$ cat src/rtl/cursor_pkg.sv
package cursor_pkg;
  localparam int PHASE_W  = 3;
  localparam int CHAR_W   = 7;
  localparam logic [PHASE_W-1:0] PH_LATCH = 3'd1;
  localparam logic [PHASE_W-1:0] PH_MOVE  = 3'd2;
  localparam logic [CHAR_W-1:0]  CH_BS    = 7'h08;
  localparam logic [CHAR_W-1:0]  CH_LF    = 7'h0A;
  localparam logic [CHAR_W-1:0]  CH_CR    = 7'h0D;
  localparam logic [CHAR_W-1:0]  CH_DEL   = 7'h7F;
  localparam logic [CHAR_W-1:0]  CH_SPACE = 7'h20;

  typedef struct packed {
    logic ctl;
    logic cr;
    logic lf;
    logic bs;
  } ch_class_t;
endpackage

$ cat src/rtl/cursor_decode.sv
module cursor_decode
  import cursor_pkg::*;
(
  input  logic [CHAR_W-1:0] char_i,
  output ch_class_t         class_o
);
  always_comb begin
    class_o     = '0;
    class_o.ctl = (char_i < CH_SPACE) || (char_i == CH_DEL);
    class_o.cr  = (char_i == CH_CR);
    class_o.lf  = (char_i == CH_LF);
    class_o.bs  = (char_i == CH_BS);
  end
endmodule

$ cat src/rtl/cursor_event.sv
module cursor_event
  import cursor_pkg::*;
(
  input  logic      clk_i,
  input  logic      rst_ni,
  input  logic      dav_a_i,
  input  logic      dav_b_i,
  input  logic      latch_i,
  input  logic      move_i,
  input  ch_class_t class_i,
  output ch_class_t class_o,
  output logic      act_o
);
  logic      dav_any, dav_q, rise, done_q, done_eff;
  ch_class_t class_q;

  assign dav_any  = dav_a_i | dav_b_i;
  assign rise     = dav_any & ~dav_q;
  assign done_eff = done_q & ~rise;
  assign class_o  = rise ? '0 : class_q;
  assign act_o    = move_i & dav_any & ~done_eff;

  always_ff @(posedge clk_i or negedge rst_ni) begin
    if (!rst_ni) begin
      dav_q   <= 1'b0;
      done_q  <= 1'b0;
      class_q <= '0;
    end else begin
      dav_q <= dav_any;
      if (rise) begin
        done_q  <= 1'b0;
        class_q <= '0;
      end
      if (latch_i && dav_any) class_q <= class_i;
      if (act_o) done_q <= 1'b1;
    end
  end
endmodule

$ cat src/rtl/cursor_counters.sv
module cursor_counters
  import cursor_pkg::*;
#(
  parameter int COLS  = 80,
  parameter int ROWS  = 12,
  parameter int COL_W = $clog2(COLS),
  parameter int ROW_W = $clog2(ROWS)
) (
  input  logic             clk_i,
  input  logic             rst_ni,
  input  logic             act_i,
  input  ch_class_t        class_i,
  input  logic             defeat_i,
  output logic [COL_W-1:0] col_o,
  output logic [ROW_W-1:0] row_o
);
  localparam logic [COL_W-1:0] COL_LAST = COL_W'(COLS - 1);
  localparam logic [ROW_W-1:0] ROW_LAST = ROW_W'(ROWS - 1);

  logic [COL_W-1:0] col_q;
  logic [ROW_W-1:0] row_q, row_inc;

  assign row_inc = (row_q == ROW_LAST) ? '0 : row_q + ROW_W'(1);

  always_ff @(posedge clk_i or negedge rst_ni) begin
    if (!rst_ni) begin
      col_q <= '0;
      row_q <= '0;
    end else if (act_i) begin
      if (class_i.ctl) begin
        if (class_i.cr) col_q <= '0;
        if (class_i.bs && col_q != '0) col_q <= col_q - COL_W'(1);
        if (class_i.lf) row_q <= row_inc;
      end else if (!defeat_i) begin
        if (col_q == COL_LAST) begin
          col_q <= '0;
          row_q <= row_inc;
        end else begin
          col_q <= col_q + COL_W'(1);
        end
      end
    end
  end

  assign col_o = col_q;
  assign row_o = row_q;
endmodule

$ cat src/rtl/cursor_ctrl.sv
module cursor_ctrl
  import cursor_pkg::*;
#(
  parameter int COLS  = 80,
  parameter int ROWS  = 12,
  parameter int COL_W = $clog2(COLS),
  parameter int ROW_W = $clog2(ROWS)
) (
  input  logic               clk_i,
  input  logic               rst_ni,
  input  logic               dav_a_i,
  input  logic               dav_b_i,
  input  logic [6:0]         char_i,
  input  logic [2:0]         phase_i,
  input  logic               adv_defeat_i,
  output logic [COL_W-1:0]   col_o,
  output logic [ROW_W-1:0]   row_o
);
  ch_class_t dec_class, evt_class;
  logic      act;

  cursor_decode u_dec (
    .char_i  (char_i),
    .class_o (dec_class)
  );

  cursor_event u_evt (
    .clk_i   (clk_i),
    .rst_ni  (rst_ni),
    .dav_a_i (dav_a_i),
    .dav_b_i (dav_b_i),
    .latch_i (phase_i == PH_LATCH),
    .move_i  (phase_i == PH_MOVE),
    .class_i (dec_class),
    .class_o (evt_class),
    .act_o   (act)
  );

  cursor_counters #(.COLS(COLS), .ROWS(ROWS), .COL_W(COL_W), .ROW_W(ROW_W)) u_cnt (
    .clk_i    (clk_i),
    .rst_ni   (rst_ni),
    .act_i    (act),
    .class_i  (evt_class),
    .defeat_i (adv_defeat_i),
    .col_o    (col_o),
    .row_o    (row_o)
  );
endmodule

$ cat config.mk
export PLATFORM = sky130hd
export DESIGN_NAME = cursor_ctrl
export DESIGN_NICKNAME = d
export VERILOG_FILES = /design/src/rtl/cursor_pkg.sv /design/src/rtl/cursor_decode.sv /design/src/rtl/cursor_event.sv /design/src/rtl/cursor_counters.sv /design/src/rtl/cursor_ctrl.sv
export SDC_FILE = /design/constraint.sdc
export NUM_CORES = 1
export LEC_CHECK = 0
export CAP_MARGIN = 10
export CORE_ASPECT_RATIO = 1.25
export CORE_MARGIN = 8
export CORE_UTILIZATION = 50
export CTS_CLUSTER_SIZE = 12
export DETAILED_ROUTE_END_ITERATION = 10
export DONT_BUFFER_PORTS = 1
export SYNTH_ARGS = -nofsm -noshare
export SYNTH_HDL_FRONTEND = slang
export SYNTH_HIERARCHICAL = 1
export SYNTH_SLANG_ARGS = --single-unit
$ cat constraint.sdc
create_clock -name clk_i -period 2.23 [get_ports clk_i]
set_input_delay 0.223 -clock clk_i [delete_from_list [all_inputs] [get_ports clk_i]]
set_output_delay 0.223 -clock clk_i [all_outputs]
set_load 0.02 [all_outputs]
==> summary.txt <==
Clock network
  – TritonCTS buffer count: 3
  – CTS tree: built
  – Worst-path clk slew: 0.10 ns
  – Clock Path Buffers: 2
  – # clock sinks: 17
  – H-Tree Level Count: 1
  – Worst skew pair latency: 0.29 ns
  – Root buf cell: clkbuf_4

Floorplan
  – Die span in y: approximately 71 um
  – Cell Rows: 20
  – Core Area: ~2400 um^2
  – Die ar.: 4220 um^2
  – Top-level I/O count: 26
  – Die X: around 60 um
  – Initial Util: between 50 and 60%

Worst hold path
  – Hold Path Class: in2reg

Pwr
  – VDD IR max: 336 uV
  – P per Cell Area: ~780 nW/um^2
  – Cell leakage power: between 0.5 and 0.6 nW
  – Power Total: around 1 mW

Cells and area
  – Layout cells sized above 1: about a fifth
  – Nets: between 150 and 200
  – Area Overhead vs Synth: 9.43%
  – # diodes: 0

Logic synthesis
  – YS warnings: 6
  – Sequential area share after synthesis: 35.6%
  – Number of flops mapped to enable cells by yosys: 0
  – Ys async rst share: 100%
  – Post-Syn Instances: between 100 and 150
  – Synthesized cell area: 1190 um^2
  – Syn nets: around 150
  – Top FF cell, synth: dfrtp_1
  – Distinct cells, synth: 50
  – Mean Syn Cell Area: about 9.3 um^2
  – Yosys reg bits: 17

Global routing
  – First-pass GRT wire length: between 4 and 5 mm
  – Largest net degree at the start of global routing: 18
  – GRT Util Overall: a little over an eighth
  – GRT overflow: 0
  – Vias in the first global route: ~1.1k
  – Initial antenna violation count: 0

Placed design
  – Hpwl dp: slightly above 2 mm
  – Port bufs: 0
  – Last weighted congestion value of the routability-driven placer: between 0.8 and 0.9

Timing
  – Fmax: between 500 and 600 MHz
  – Crit share post-route: between 80% and 90%
  – Setup TNS: 0 ns
  – Final hold violation count: 0
  – Tmin final: between 1.5 and 2 ns
  – Final Skew: ~0.0021 ns
  – Measured slew at the worst slew-check pin: between 0.7 and 0.8 ns
  – Relative slew slack: 47.8%
  – Setup repair after global routing missed its margin: false
  – Final setup viols: 0
  – Final Slew Violations: 0

Setup path
  – CP Data Required Time: 2.42 ns
  – WP data arrival: 2.18 ns
  – Kind of end point of the critical path: register
  – Worst setup path category: reg2reg
  – Worst setup SP type: register
  – Critical Path Fanout Max: 8
  – R2R Setup Slk: around 0.24 ns

Route
  – Routed Antenna Nets: 0
  – Residual DRC: 0
  – Via count: approximately 970
  – Post-DR wirelength/cell: about 15 um
  – DRT iter0 DRCs: 16
  – Vias/cell: 5.69
  – Drt pass-1 iters: 4
  – Routed WL: around 2.6 mm

Outcome
  – Outcome: complete, no violations

Run
  – Max-cap violations: 0
## synth_stat cells (2+ instances only)
master    instances  area share, %
dfrtp_1          17             36
inv_1            11            3.5
o21ai_0          10            4.2
nand2_1           8            2.5
a22o_1            6            4.4
a21oi_1           4            1.7
and2_1            4            2.1
ha_1              4            4.2
nand3_1           4            1.7
nor2_1            4            1.3
nor3_1            4            1.7
o22ai_1           3            1.6
a31oi_1           2            1.0
buf_2             2           0.84
buf_6             2            1.9
mux2i_1           2            1.7
nand2b_1          2            1.0
nor3b_1           2            1.3
o21ai_1           2           0.84
o21bai_1          2            1.3
o22a_1            2            1.5
or3_1             2            1.0
or3_4             2            1.9
## flip-flops by register name (all words and copies together) (netlist names)
register	count
u_cnt/col_o	7
u_cnt/row_o	4
u_evt/class_q	4
u_evt/dav_q	1
u_evt/done_q	1
## routing by layer
layer	vias up	global-route usage (%)	share of wire, %
met4	0	3.99	1.0
li1	492	-	-
met2	20	22.7	52
met1	457	13.9	40
met5	-	0	0
met3	4	5.08	7.3
## critical path, cell delays in order (launching register included)
cell      delay [ns]
dfrtp_1         0.41
o21bai_1        0.21
and2_1          0.24
buf_4           0.18
o41ai_2         0.35
nand2_2         0.16
mux2_4          0.32
## cell type report
type | count | area (um^2)
multi-input combinational | 95 | 687
clock buffer | 4 | 26.3
fill | 251 | 1050
sequential | 17 | 425
tap | 33 | 41.3
timing repair buffer | 11 | 85.1
inverter | 11 | 41.3
## worst paths after layout
check                                      startpoint                         end  cells after the start
max reg2reg                     u_evt/dav_q$_DFF_PN0_  u_cnt/row_o[1]$_DFFE_PN0P_                      6
min reg2reg                u_evt/class_q[0]$_DFF_PN0_  u_evt/class_q[0]$_DFF_PN0_                      1
min in group asynchronous                      rst_ni  u_cnt/col_o[4]$_DFFE_PN0P_                      1
max in group asynchronous                      rst_ni  u_cnt/row_o[3]$_DFFE_PN0P_                      1
min                                           dav_a_i       u_evt/dav_q$_DFF_PN0_                      1
max                             u_evt/dav_q$_DFF_PN0_  u_cnt/row_o[1]$_DFFE_PN0P_                      6
## kinds of logic (layout without fill, tap and decap cells)
group,Yosys count,in the layout,share of synthesized area [%]
multiplexers,3,3,2.93
flip-flops,17,17,35.6
buffers and inverters,16,26,6.81
AND/OR/NAND/NOR,45,45,23.5
AO/OA/AOI/OAI,42,42,26.2
XOR/XNOR,1,1,0.734
adder cells (fa/ha/maj),4,4,4.19
## report_power, final
part	total, mW	internal, mW	switching (mW)
Combinational	0.466	0.201	0.265
Sequential	0.381	0.350	0.0318
Clock	0.171	0.0696	0.101
Total	1.02	0.620	0.398
## metrics by stage
stage,std cells,utilization (%),setup slack [ns],cell area (um^2),hold slack (ns)
floorplan,128,-,0.391,1190,-0.0726
global placement,166,54.0,0.307,1270,-0.0721
detailed placement,166,54.0,0.241,1270,-0.0720
CTS,171,55.5,0.225,1310,0.0546
global route,171,55.5,0.0572,1310,0.0472
finish,171,55.5,0.240,1310,0.0667
## placed cells by master (no fill, tap or decap), types with 2 or more instances in the layout
master / instances
dfrtp_1: 17
inv_1: 11
buf_4: 10
o21ai_0: 10
nand2_1: 8
a22o_1: 6
nor3_1: 4
nand3_1: 4
a21oi_1: 4
nor2_1: 4
ha_1: 4
and2_1: 4
clkbuf_4: 3
o22ai_1: 3
nor3b_1: 2
or3_4: 2
o21bai_1: 2
o22a_1: 2
or3_1: 2
a31oi_1: 2
mux2i_1: 2
nand2b_1: 2
o21ai_1: 2
## what timing repair did
item	4_1_cts	5_1_grt
gates resized for setup	0	0
hold buffers	1	0
hold endpoints to repair	17	0
setup buffers	0	0
Power figures use the tool's default switching activity.
